`config.mk`:
```
export PLATFORM = sky130hd
export DESIGN_NAME = twi_subdev_slave
export DESIGN_NICKNAME = d
export VERILOG_FILES = /design/src/rtl/twi_subdev_slave.sv
export SDC_FILE = /design/constraint.sdc
export NUM_CORES = 1
export LEC_CHECK = 0
export BUFFER_PORTS_ARGS = -buffer_cell sky130_fd_sc_hd__buf_2
export CAP_MARGIN = 25
export CORE_MARGIN = 4
export CORE_UTILIZATION = 40
export CTS_CLUSTER_SIZE = 12
export DETAILED_ROUTE_END_ITERATION = 16
export PLACE_DENSITY = 0.58
export SYNTH_ARGS = -nofsm -noshare
export SYNTH_HDL_FRONTEND = slang
export SYNTH_SLANG_ARGS = --single-unit
```
`constraint.sdc`:
```
create_clock -name clk -period 2.4 [get_ports clk]
set_input_delay 0.48 -clock clk [delete_from_list [all_inputs] [get_ports clk]]
set_output_delay 0.48 -clock clk [all_outputs]
set_load 0.1 [all_outputs]
```
`src/rtl/twi_subdev_slave.sv`:
```
module twi_subdev_slave #(
  parameter int NPOT = 2,
  parameter int NVCYC = 2000,
  parameter logic [2:0] POT_SEL = 3'b111,
  parameter logic [2:0] CSR_SEL = 3'b010
) (
  input  logic              clk,
  input  logic              rst_n,
  input  logic              scl_i,
  input  logic              sda_i,
  output logic              sda_oe_o,
  output logic [8*NPOT-1:0] wiper_o,
  output logic [7:0]        ctrl_o
);
  localparam int PW = (NPOT > 1) ? $clog2(NPOT) : 1;
  localparam int CW = $clog2(NVCYC + 1);

  typedef enum logic [2:0] {S_IDLE, S_RX, S_ACK, S_TX, S_MACK, S_WAIT} st_t;

  logic [1:0] scl_sy, sda_sy;
  logic scl_q, sda_q;
  st_t st;
  logic [2:0] bitc;
  logic full, tgt_pot, rd, mack, pend, ptr_nv, oe;
  logic [7:0] sr, txsr, rd_byte;
  logic [1:0] bidx;
  logic [PW-1:0] ptr;
  logic [7:0] wip [NPOT];
  logic [6:0] csr;
  logic [CW-1:0] nvc;

  wire scl_s = scl_sy[1];
  wire sda_s = sda_sy[1];
  wire scl_rise = scl_s & ~scl_q;
  wire scl_fall = ~scl_s & scl_q;
  wire start_c = scl_s & scl_q & sda_q & ~sda_s;
  wire stop_c = scl_s & scl_q & ~sda_q & sda_s;
  wire ptr_ok = int'(ptr) < NPOT;
  wire addr_ok = sr[7:4] == 4'b1010 && (sr[3:1] == POT_SEL || sr[3:1] == CSR_SEL) && nvc == '0;
  wire data_ok = !rd && (tgt_pot ? (bidx == 2'd1 || bidx == 2'd2) : (bidx == 2'd1));
  wire accept = (bidx == 2'd0) ? addr_ok : data_ok;

  always_comb begin
    rd_byte = 8'h00;
    if (tgt_pot) begin
      if (ptr_ok) rd_byte = wip[ptr];
    end else begin
      rd_byte = {1'b0, csr};
    end
  end

  always_ff @(posedge clk or negedge rst_n) begin
    if (!rst_n) begin
      scl_sy <= 2'b11;
      sda_sy <= 2'b11;
      scl_q  <= 1'b1;
      sda_q  <= 1'b1;
    end else begin
      scl_sy <= {scl_sy[0], scl_i};
      sda_sy <= {sda_sy[0], sda_i};
      scl_q  <= scl_sy[1];
      sda_q  <= sda_sy[1];
    end
  end

  always_ff @(posedge clk or negedge rst_n) begin
    if (!rst_n) begin
      nvc <= '0;
    end else if (stop_c && pend) begin
      nvc <= CW'(NVCYC);
    end else if (nvc != '0) begin
      nvc <= nvc - CW'(1);
    end
  end

  always_ff @(posedge clk or negedge rst_n) begin
    if (!rst_n) begin
      st <= S_IDLE;
      bitc <= '0;
      full <= 1'b0;
      sr <= '0;
      txsr <= '0;
      bidx <= '0;
      tgt_pot <= 1'b0;
      rd <= 1'b0;
      mack <= 1'b0;
      pend <= 1'b0;
      ptr <= '0;
      ptr_nv <= 1'b0;
      csr <= '0;
      oe <= 1'b0;
      for (int k = 0; k < NPOT; k++) wip[k] <= '0;
    end else if (start_c) begin
      st <= S_RX;
      bitc <= '0;
      full <= 1'b0;
      bidx <= '0;
      pend <= 1'b0;
      oe <= 1'b0;
    end else if (stop_c) begin
      st <= S_IDLE;
      pend <= 1'b0;
      oe <= 1'b0;
    end else begin
      case (st)
        S_RX: begin
          if (scl_rise) begin
            sr <= {sr[6:0], sda_s};
            bitc <= bitc + 3'd1;
            if (bitc == 3'd7) full <= 1'b1;
          end else if (scl_fall && full) begin
            full <= 1'b0;
            bitc <= '0;
            if (accept) begin
              oe <= 1'b1;
              st <= S_ACK;
              if (bidx == 2'd0) begin
                tgt_pot <= sr[3:1] == POT_SEL;
                rd <= sr[0];
              end else if (tgt_pot && bidx == 2'd1) begin
                ptr <= sr[PW-1:0];
                ptr_nv <= sr[7];
              end else if (tgt_pot) begin
                if (csr[0] && ptr_ok) begin
                  wip[ptr] <= sr;
                  if (ptr_nv) pend <= 1'b1;
                end
              end else begin
                csr <= sr[6:0];
                if (sr[7]) pend <= 1'b1;
              end
            end else begin
              st <= S_WAIT;
            end
          end
        end
        S_ACK: begin
          if (scl_fall) begin
            if (rd) begin
              txsr <= rd_byte;
              oe <= ~rd_byte[7];
              st <= S_TX;
            end else begin
              oe <= 1'b0;
              st <= S_RX;
              if (bidx != 2'd3) bidx <= bidx + 2'd1;
            end
          end
        end
        S_TX: begin
          if (scl_rise) begin
            bitc <= bitc + 3'd1;
            if (bitc == 3'd7) full <= 1'b1;
          end else if (scl_fall) begin
            if (full) begin
              full <= 1'b0;
              oe <= 1'b0;
              st <= S_MACK;
            end else begin
              txsr <= {txsr[6:0], 1'b0};
              oe <= ~txsr[6];
            end
          end
        end
        S_MACK: begin
          if (scl_rise) begin
            mack <= ~sda_s;
          end else if (scl_fall) begin
            if (mack) begin
              txsr <= rd_byte;
              oe <= ~rd_byte[7];
              bitc <= '0;
              st <= S_TX;
            end else begin
              st <= S_WAIT;
            end
          end
        end
        default: ;
      endcase
    end
  end

  assign sda_oe_o = oe;
  assign ctrl_o = {1'b0, csr};
  for (genvar g = 0; g < NPOT; g++) begin : g_wip
    assign wiper_o[8*g +: 8] = wip[g];
  end
endmodule

```
==> reports/summary.txt, run 1 <==
Status = completed
Std cell rows = 34
Largest net degree at the start of global routing = 55
Seq/Total Area, Yosys = 47.8%
DP Area = 4110 sq um
Post-Syn Nets = 351
Crit start category = flip-flop
GR Layer Usage met1 = 23.9%
Final wirelength = 8.21 mm
Total number of vias = 2693
Top Usage Layer GRT = met1
Largest vdd supply drop = 0.000272 V
FF-to-FF setup slack = 80 ps
Max Slew Vio Count = 0
Setup skew after layout = 10.0 ps
FMAX = 432 MHz
DRT iter0 DRCs = 124
FF+latch count, synth = 71
Crit-path max FO = 5
P&R area growth vs syn = 16.2%
Syn Area/Cell = 11.1 sq um
Leak = 0.00208 uW
CORE AREA = 8890 sq um
Syn Inst Count = 336
CTS Buffer Depth = 2
# IOs = 29
Port bufs = 27
TritonCTS clock tree = yes
Distinct cells, synth = 59
HP Class = in2async
Yosys warning total = 0
Cell mode on critical path = or3_4
Crit. Startpoint = bidx[1]$_DFFE_PN0P_
Detailed Place HPWL = 6.00 mm
# setup viols final = 0
Final hold vios = 0
Post-place setup slack = -86.4 ps
CTS sink cnt = 71
Final Total Pwr = 3340 uW
Most frequent cells in the layout = dfrtp_1, mux2_2, nand2_1
DRC viols = 0
Setup Crit Path Kind = reg2reg
Commonest non-fill, non-tap cell in the layout = dfrtp_1
Die height = 105 microns
First-pass GRT wire length = 14.1 mm
GR Util All Layers = 16.1%
Routed Antenna Nets = 0
Asr flop ratio synth = 100%
GRT Residual Overflow = 0
Rel. slew slack = 60.6%
Die span in x = 105 microns
Met3 Usage GRT = 2.77%
Layout cells sized above 1 = 34.1%
Crit end category = flip-flop
PD cells = 772 nW/um^2
Crit-path slowest cell = or3_4
Worst r2r src = bidx[1]$_DFFE_PN0P_
Initial Utilization = 42.0%
Setup WS post-layout = 84.2 ps
Clock Tree Root = clkbuf_8
Crit path max-delay family = simple AND/OR/NAND/NOR gates
Design area = 4340 sq um
CP required = 2650 ps
Post-DR vias/cell = 5.41
Main flop type after synthesis = dfrtp_1
Initial antenna violation count = 0
Cell Chain, Critical Path = inv_1 -> ha_1 -> mux2i_1 -> or3_4 -> or3_4 -> nor3_4 -> buf_4 -> mux2_2
Fin nets = 400
Met2 usage = 23.4%
Slew @ Worst Pin = 591 ps
Number of global-route vias before repair = 2728
Max Cap Viol = 0
Worst-Skew Late Latency = 350 ps
Number of buffers and inverters on the critical path = 2
Post-Syn Area = 3730 sq um
Crit path arrival time = 2560 ps
DR pass1 iterations = 4
WL/cell = 16.5 microns
Die area = 10900 sq um
Fin crit share = 96.5%
Antenna diode count = 0
Htree depth = 3
CTS clk-pin slew, worst paths = 90 ps
Slowest cell delay on critical path = 410 ps
Fin crit period = 2320 ps
Number of flops mapped to enable cells by yosys = 0
Gp weighted congestion = 0.807
Total CTS buffers = 9
Filler cells = 828
## final cells by class
class                      instances  area (sq um)  share of cell area, %
clock buffer                       9           124                   2.86
clock inverter                     7          61.3                   1.41
inverter                          12          45.0                   1.04
multi-input combinational        239          1850                   42.7
sequential                        71          1780                   41.2
tap                              108           135                   3.12
timing repair buffer              52           335                   7.73
## metrics by stage
step / cells / util, % / TNS, ps / hold slack [ps]
2_1_floorplan: 336 / - / 0 / 184
3_3_place_gp: 478 / 46.2 / -245 / 347
3_5_place_dp: 478 / 46.2 / -655 / 347
4_1_cts: 496 / 48.5 / 0 / 58.0
5_1_grt: 498 / 48.8 / -28.0 / 79.1
6_report: 498 / 48.8 / 0 / 58.5
## state kept, by name, indices dropped and copies added, names as in the netlist, 2 cells and up
register,flops
sda_sy,2
sr,8
txsr,7
st,3
nvc,11
bitc,3
csr,7
wiper_o,16
scl_sy,2
bidx,2
## logic make-up (layout without fill, tap and decap cells)
family / after synthesis / after routing / share of synthesized area, %
buf+inv: 26 / 80 / 2.88
compound gates: 61 / 61 / 10.8
flops: 71 / 71 / 47.8
other cells: 1 / 1 / 0.101
fa+ha+maj: 11 / 11 / 3.69
xor+xnor: 10 / 10 / 2.35
mux: 54 / 54 / 16.0
simple gates: 102 / 102 / 16.3
## path summary, 6_finish.rpt
check / to / depth (start not counted)
worst max-delay path: wiper_o[5]$_DFFE_PN0P_ / 8
worst min-delay path: st[0]$_DFFE_PN0P_ / 1
worst max register to register: wiper_o[5]$_DFFE_PN0P_ / 8
worst min register to register: scl_sy[1]$_DFF_PN1_ / 0
max in group asynchronous: wiper_o[15]$_DFFE_PN0P_ / 2
min in group clk: sda_sy[0]$_DFF_PN1_ / 1
## where the power goes
part           total [uW]  internal [uW]  switching, uW
Combinational         957            436            521
Clock                 914            395            519
Sequential           1470           1310            168
Total                3340           2140           1210
## layer usage
metal,routed length [microns],vias to the layer above
met2,3690,37
li1,-,1312
met5,0,-
met4,155,0
met3,208,12
met1,4150,1332
## what timing repair did
| item | CTS | global route |
|---|---|---|
| buffers inserted | 2 | 2 |
| hold buffers | 0 | 0 |
| resized for setup | 0 | 3 |
| pin swaps | 1 | 0 |
| setup endpoints to repair | 8 | 17 |
| cloned | 0 | 0 |
## Yosys cell counts, types with 8 or more instances
| master | number | area (sq um) |
|---|---|---|
| ha_1 | 11 | 138 |
| nand2_1 | 28 | 105 |
| clkbuf_1 | 10 | 37.5 |
| nor2b_1 | 8 | 50.1 |
| a21oi_1 | 13 | 65.1 |
| inv_1 | 12 | 45.0 |
| dfrtp_1 | 65 | 1630 |
| mux2i_1 | 10 | 100 |
| nor2_1 | 16 | 60.1 |
| mux2_2 | 44 | 495 |
| o21ai_0 | 17 | 85.1 |
Power figures use the tool's default switching activity.
==> run 2: changes to the inputs <==
- MAX_ROUTING_LAYER: unset -> met4
==> reports/summary.txt, run 2 (synthesis gave the netlist of run 1 again) <==
# setup viols final = 0
P&R area growth vs syn = 16.2%
Total number of vias = 2695
Clock Tree Root = clkbuf_8
Layout cells sized above 1 = 34.1%
Post-place setup slack = -86.4 ps
Die area = 10900 sq um
Crit end category = flip-flop
Fin crit share = 96.4%
Final hold vios = 0
GR Util All Layers = 16.6%
FF-to-FF setup slack = 90 ps
Leak = 0.00208 uW
Final Total Pwr = 3340 uW
CP required = 2640 ps
Crit path arrival time = 2560 ps
Crit path max-delay family = simple AND/OR/NAND/NOR gates
Filler cells = 828
CTS Buffer Depth = 2
Setup WS post-layout = 85.3 ps
Crit-path slowest cell = or3_4
Initial Utilization = 42.0%
CTS sink cnt = 71
Cell mode on critical path = or3_4
Rel. slew slack = 61.1%
WL/cell = 16.4 microns
DP Cell Count = 478
Number of buffers and inverters on the critical path = 2
Die span in x = 105 microns
Post-DR vias/cell = 5.41
Final wirelength = 8.18 mm
Cell Chain, Critical Path = inv_1 -> ha_1 -> mux2i_1 -> or3_4 -> or3_4 -> nor3_4 -> buf_4 -> mux2_2
# IOs = 29
TritonCTS clock tree = yes
First-pass GRT wire length = 14.1 mm
Total CTS buffers = 9
HP Class = in2async
GRT Residual Overflow = 0
Slowest cell delay on critical path = 410 ps
Detailed Place HPWL = 6.00 mm
DR pass1 iterations = 4
CORE AREA = 8890 sq um
Max Slew Vio Count = 0
Initial antenna violation count = 0
Area occupied by multi-input gates = 1850 sq um
Largest vdd supply drop = 0.000272 V
Fin nets = 400
Std cell rows = 34
Setup Crit Path Kind = reg2reg
Commonest non-fill, non-tap cell in the layout = dfrtp_1
Max Cap Viol = 0
FMAX = 432 MHz
Worst-Skew Late Latency = 350 ps
Most frequent cells in the layout = dfrtp_1, mux2_2, nand2_1
Die height = 105 microns
Htree depth = 3
Number of global-route vias before repair = 2725
Non-filler instance count after layout = 498
CTS clk-pin slew, worst paths = 90 ps
Crit start category = flip-flop
Status = completed
Sequential cell area = 1780 sq um
DRT iter0 DRCs = 118
Setup skew after layout = 9.30 ps
PD cells = 771 nW/um^2
Gp weighted congestion = 0.818
Setup TNS = 0 ps
Fin crit period = 2310 ps
Port bufs = 27
DRC viols = 0
Max FFs per register = 16
Largest net degree at the start of global routing = 55
Antenna diode count = 0
Slew @ Worst Pin = 581 ps
Crit-path max FO = 5
Routed Antenna Nets = 0
[run 2: cell counts in the layout (fill, tap and decap cells not counted)]
Identical to the previous run, type by type.
[run 2: final timing paths]
path / to / startpoint / cells past startpoint
max: wiper_o[5]$_DFFE_PN0P_ / bidx[1]$_DFFE_PN0P_ / 8
min reg2reg: scl_sy[1]$_DFF_PN1_ / scl_sy[0]$_DFF_PN1_ / 0
max in group asynchronous: wiper_o[15]$_DFFE_PN0P_ / rst_n / 2
min: st[0]$_DFFE_PN0P_ / rst_n / 1
max reg2reg: wiper_o[5]$_DFFE_PN0P_ / bidx[1]$_DFFE_PN0P_ / 8
min in group clk: sda_sy[0]$_DFF_PN1_ / sda_i / 1
[run 2: metal layers]
metal  up-vias  track usage [%]  part of all wire (%)
li1       1309                -                     -
met1      1335             23.9                    50
met2        42             23.3                    45
met3         9             3.33                   3.4
met4         0             5.32                   1.4
met5         -                -                     0
[run 2: layout make-up]
| cell class | instances | share of cell area, % |
|---|---|---|
| multi-input combinational | 239 | 42.7 |
| sequential | 71 | 41.2 |
| timing repair buffer | 52 | 7.73 |
| tap | 108 | 3.12 |
| clock buffer | 9 | 2.86 |
| clock inverter | 7 | 1.41 |
| inverter | 12 | 1.04 |
[run 2: power breakdown]
part           internal, uW  switching (uW)  total, uW
clock                   395             517        912
sequential             1310             169       1470
combinational           436             519        955
[run 2: timing repair]
item                                    4_1_cts  5_1_grt
buffers inserted                              2        2
hold endpoints to repair                      0        0
resized for setup                             0        3
cloned                                        0        0
endpoints found under the setup margin        8       17
pin swaps                                     1        0
hold buffers                                  0        0
[run 2: stage by stage]
stage / area (sq um) / hold WS [ps] / util (%)
2_1_floorplan: 3730 / 184 / -
3_3_place_gp: 4110 / 347 / 46.2
3_5_place_dp: 4110 / 347 / 46.2
4_1_cts: 4310 / 58.0 / 48.5
5_1_grt: 4340 / 76.6 / 48.8
6_report: 4340 / 58.9 / 48.8
